### config.mk
export PLATFORM = sky130hd
export DESIGN_NAME = rot_link_codec
export DESIGN_NICKNAME = d
export VERILOG_FILES = /design/src/rtl/rotc_pkg.sv /design/src/rtl/rot_cost.sv /design/src/rtl/rot_encoder.sv /design/src/rtl/rot_decoder.sv /design/src/rtl/rot_link_codec.sv
export SDC_FILE = /design/constraint.sdc
export NUM_CORES = 1
export LEC_CHECK = 0
export CAP_MARGIN = 25
export CORE_ASPECT_RATIO = 2
export CORE_MARGIN = 5
export CORE_UTILIZATION = 60
export CTS_CLUSTER_SIZE = 20
export DETAILED_ROUTE_END_ITERATION = 16
export DONT_BUFFER_PORTS = 1
export PLACE_DENSITY_LB_ADDON = 0.05
export SETUP_SLACK_MARGIN = 0.3
export SYNTH_ARGS = -nofsm -noshare
export SYNTH_HDL_FRONTEND = slang
export SYNTH_SLANG_ARGS = --single-unit
### constraint.sdc
create_clock -name clk -period 5.9 [get_ports clk]
set_input_delay 0.59 -clock clk [delete_from_list [all_inputs] [get_ports clk]]
set_output_delay 0.59 -clock clk [all_outputs]
set_load 0.02 [all_outputs]
### src/rtl/rotc_pkg.sv
package rotc_pkg;

  typedef enum logic [1:0] {
    MODE_PLAIN = 2'b00,
    MODE_ROTL  = 2'b01,
    MODE_ROTR  = 2'b10,
    MODE_RSVD  = 2'b11
  } rot_mode_e;

  // Candidate slots, listed in tie-break priority order.
  localparam int CAND_N     = 3;
  localparam int SLOT_PLAIN = 0;
  localparam int SLOT_ROTR  = 1;
  localparam int SLOT_ROTL  = 2;

endpackage

### src/rtl/rot_cost.sv
module rot_cost #(
  parameter int W  = 8,
  parameter int CW = $clog2(W + 1)
) (
  input  logic [W-1:0]  cur,
  input  logic [W-1:0]  cand,
  output logic [CW-1:0] cost
);

  function automatic logic [CW-1:0] diff_bits(input logic [W-1:0] a, input logic [W-1:0] b);
    logic [CW-1:0] n;
    n = '0;
    for (int i = 0; i < W; i++) begin
      n = n + CW'(a[i] ^ b[i]);
    end
    return n;
  endfunction

  assign cost = diff_bits(cur, cand);

endmodule

### src/rtl/rot_encoder.sv
module rot_encoder
  import rotc_pkg::*;
#(
  parameter int W  = 8,
  parameter int CW = $clog2(W + 1)
) (
  input  logic          clk,
  input  logic          rst_n,
  input  logic          in_valid,
  input  logic [W-1:0]  in_data,
  output logic [W-1:0]  link_q,
  output rot_mode_e     mode_q,
  output logic          valid_q,
  output logic [CW-1:0] cost_plain,
  output logic [CW-1:0] cost_rotl,
  output logic [CW-1:0] cost_rotr
);

  function automatic logic [W-1:0] rot_left1(input logic [W-1:0] x);
    return {x[W-2:0], x[W-1]};
  endfunction

  function automatic logic [W-1:0] rot_right1(input logic [W-1:0] x);
    return {x[0], x[W-1:1]};
  endfunction

  logic [W-1:0]  cand  [CAND_N];
  logic [CW-1:0] costs [CAND_N];

  assign cand[SLOT_PLAIN] = in_data;
  assign cand[SLOT_ROTR]  = rot_right1(in_data);
  assign cand[SLOT_ROTL]  = rot_left1(in_data);

  for (genvar g = 0; g < CAND_N; g++) begin : g_cost
    rot_cost #(.W(W), .CW(CW)) u_cost (
      .cur  (link_q),
      .cand (cand[g]),
      .cost (costs[g])
    );
  end

  assign cost_plain = costs[SLOT_PLAIN];
  assign cost_rotr  = costs[SLOT_ROTR];
  assign cost_rotl  = costs[SLOT_ROTL];

  rot_mode_e    pick_mode;
  logic [W-1:0] pick_data;

  always_comb begin
    if (cost_plain <= cost_rotr && cost_plain <= cost_rotl) begin
      pick_mode = MODE_PLAIN;
      pick_data = cand[SLOT_PLAIN];
    end else if (cost_rotr <= cost_rotl) begin
      pick_mode = MODE_ROTR;
      pick_data = cand[SLOT_ROTR];
    end else begin
      pick_mode = MODE_ROTL;
      pick_data = cand[SLOT_ROTL];
    end
  end

  always_ff @(posedge clk) begin
    if (!rst_n) begin
      link_q  <= '0;
      mode_q  <= MODE_PLAIN;
      valid_q <= 1'b0;
    end else begin
      valid_q <= in_valid;
      if (in_valid) begin
        link_q <= pick_data;
        mode_q <= pick_mode;
      end
    end
  end

endmodule

### src/rtl/rot_decoder.sv
module rot_decoder
  import rotc_pkg::*;
#(
  parameter int W = 8
) (
  input  logic [W-1:0] link_in,
  input  logic [1:0]   mode_in,
  output logic [W-1:0] word_out
);

  always_comb begin
    unique case (rot_mode_e'(mode_in))
      MODE_ROTL: word_out = {link_in[0], link_in[W-1:1]};
      MODE_ROTR: word_out = {link_in[W-2:0], link_in[W-1]};
      default:   word_out = link_in;
    endcase
  end

endmodule

### src/rtl/rot_link_codec.sv
module rot_link_codec
  import rotc_pkg::*;
#(
  parameter int W = 8
) (
  input  logic         clk,
  input  logic         rst_n,
  input  logic         in_valid,
  input  logic [W-1:0] in_data,
  output logic [W-1:0] link_data,
  output logic [1:0]   link_mode,
  output logic         out_valid,
  output logic [W-1:0] out_data
);

  localparam int CW = $clog2(W + 1);

  rot_mode_e     mode_q;
  logic [CW-1:0] cost_plain;
  logic [CW-1:0] cost_rotl;
  logic [CW-1:0] cost_rotr;

  rot_encoder #(.W(W), .CW(CW)) u_enc (
    .clk        (clk),
    .rst_n      (rst_n),
    .in_valid   (in_valid),
    .in_data    (in_data),
    .link_q     (link_data),
    .mode_q     (mode_q),
    .valid_q    (out_valid),
    .cost_plain (cost_plain),
    .cost_rotl  (cost_rotl),
    .cost_rotr  (cost_rotr)
  );

  assign link_mode = mode_q;

  rot_decoder #(.W(W)) u_dec (
    .link_in  (link_data),
    .mode_in  (link_mode),
    .word_out (out_data)
  );

endmodule

==> metrics.md <==
| Metric | Value |
|---|---|
| FF+latch count, synth | 11 |
| Min-delay worst type | input port to flop |
| # IOs | 30 |
| Critical Path AT | between 5 and 6 ns |
| DRC violations left | 0 |
| 1st-iter DRT viols | 57 |
| Yosys cell types | 32 |
| Area Overhead vs Synth | -2.20% |
| Max Root-Sink Buffers | 2 |
| Synth Instances | 210 |
| Max-slew violations | 0 |
| Ant. Diodes | 0 |
| Input/output buffers | 0 |
| Kind of critical path | flop to flop |
| Clk sinks | 11 |
| GRT Total Usage | 20.0% |
| Crit. End Element | flop |
| Hold path start | in_valid |
| Mean post-synth cell area | approximately 8.4 um2 |
| RSZ-0062 raised after global routing | no |
| Worst Setup SP | u_enc.link_q[2] |
| Initial antenna violation count | 0 |
| Drt wl/cell | ~18 um |
| Status | completed |
| Num CTS Buffers | 3 |
| Iteration count of the initial detailed-routing pass | 4 |
| Worst slew pin tran | between 0.6 and 0.7 ns |
| Worst slew margin | 55.3% |
| Maxcap violations | 0 |
| CTS tree | done |
| Routability cong. | between 0.8 and 0.9 |
| Post-synth top area cell | ha_1 |
| Most used DFF post-synth | dfxtp_1 |
| Die width | ~48 um |
| Final ANT Viol Nets | 0 |
| Number of synthesized flops with an enable pin | 0 |
| Post-CTS sizing | 0 |
| Layout cells sized above 1 | under 10% |
| Setup Fix Bufs, Post-CTS | 0 |
| CP Max Fanout | 8 |
| CP startpoint kind | flop |
| Hpwl dp | about 3.3 mm |
| Die H | around 87 um |
| CP Data Required Time | approximately 6.1 ns |
| Finished Cell Area | 0.00172 mm2 |
| Worst-path clk slew | 0.05 ns |
| Core ar. | roughly 0.0029 mm2 |
| Final instance count without filler cells | 223 |
| Post-synth ARST share | 0% |
| First-pass GRT wire length | about 6.6 mm |
| Clk_lat worst skew | roughly 0.24 ns |
| Syn nets | between 200 and 300 |
| Vias per cell | between 5 and 6 |
| DR vias | around 1300 |
| Worst reg2reg path startpoint | u_enc.link_q[2] |
| Overall routed net length | ~3.9 mm |
| Synth top area share | 14.9% |
| Post-synthesis sequential area ratio | about 13% |
| Post-CTS Hold Buffers | 0 |
| Mapped cell area | approximately 0.0018 mm2 |
| Starting Density | 60.6% |
| Final Cycle Share | between 80% and 90% |
| H-tree levels | 1 |
| Final Skew | 0.00461 ns |
| TNS Setup | 0 ns |
| Synth Warn # | 0 |
| Overflow after GRT | 0 |
| Cell Rows | 28 |
| Achievable Freq | roughly 200 MHz |
| Root Buffer | clkbuf_8 |
| Largest net degree at the start of global routing | 17 |
| Final min period | just over 5 ns |
| Final setup viols | 0 |
| Core Util, Final | 59.3% |
| Post-DP Area | about 0.0017 mm2 |
| Endpoints failing hold | 0 |
| DIE AREA | between 0.004 and 0.005 mm2 |
| Vias in the first global route | around 1400 |
| Placed instance count | 219 |
| Area contributors post-synth | ha_1 15%, fa_1 14%, dfxtp_1 13%, xnor2_1 8.0%, inv_1 7.2% |
| Nets | ~240 |
==> cell type report <==
class,instances,area [um2]
Tap cell,30,37.5
Inverter,34,128
Timing Repair Buffer,1,7.51
Multi-Input combinational cell,143,1280
Clock buffer,4,45.0
Fill cell,273,1180
Sequential cell,11,220
==> cell usage after synthesis, types with 2 or more instances <==
master,number
nand3_1,3
ha_1,21
nand2_1,23
buf_1,3
xnor2_1,16
dfxtp_1,11
a21oi_1,2
nor2b_1,4
fa_1,12
buf_6,3
o21ai_0,11
clkbuf_1,9
inv_1,34
o221ai_1,8
xor2_1,11
mux2i_1,9
a22oi_1,8
a21o_1,2
buf_4,6
nor2_1,2
==> flip-flops by register name, summed over array words and instances (netlist names) <==
name	count
u_enc.mode_q	2
u_enc.valid_q	1
u_enc.link_q	8
==> final timing paths <==
kind,endpoint,slack (ns),depth (start not counted)
setup / recovery,u_enc.link_q[3],0.82,16
hold / removal,u_enc.valid_q,0.53,1
setup reg to reg,u_enc.link_q[3],0.82,16
hold reg to reg,u_enc.mode_q[1],0.62,2
==> cell usage in the layout (no fill, tap or decap), drive strengths merged, types with 2 or more instances in the layout <==
| master | instances |
|---|---|
| a21o | 2 |
| a21oi | 2 |
| a22oi | 8 |
| clkbuf | 4 |
| dfxtp | 11 |
| fa | 12 |
| ha | 21 |
| inv | 34 |
| mux2i | 9 |
| nand2 | 23 |
| nand3 | 3 |
| nor2 | 2 |
| nor2b | 4 |
| o21ai | 11 |
| o221ai | 8 |
| xnor2 | 16 |
| xor2 | 12 |
==> cells by family after synthesis <==
logic type,count (synthesis),share of synthesized area [%]
AOI/OAI and AO/OA,40,17.0
DFF,11,12.5
buffers and inverters,56,14.6
and+or+nand+nor,33,7.95
xor gates and xnor gates,28,14.3
adders and majority gates,33,28.6
muxes,9,5.11
==> through the flow <==
stage,worst slack (ns),hold WS [ns]
floorplan,1.12,0.562
global placement,0.964,0.612
detailed placement,0.825,0.594
CTS,0.828,0.528
global route,0.541,0.535
finish,0.818,0.528
==> critical path: stages, from the launching register on <==
cell and delay (ns):
dfxtp_1 0.70, xor2_1 0.19, fa_1 0.56, inv_1 0.05
fa_1 0.50, fa_1 0.47, inv_1 0.06, ha_1 0.16
inv_1 0.05, fa_1 0.37, xnor2_1 0.33, ha_1 0.32
a211oi_1 0.23, o21ai_0 0.12, a21oi_1 0.26, nand3_1 0.32
o221ai_1 0.30
==> metal layers <==
layer,vias to the layer above,share of wire (%),track usage [%]
li1,646,-,-
met1,634,33,18.3
met2,40,60,42.0
met3,8,4.2,3.10
met4,0,2.7,6.05
met5,-,0,0
Power is left out: the tool's default activity adds up to more than one toggle a clock period on the data nets, which glitch-free logic cannot reach.
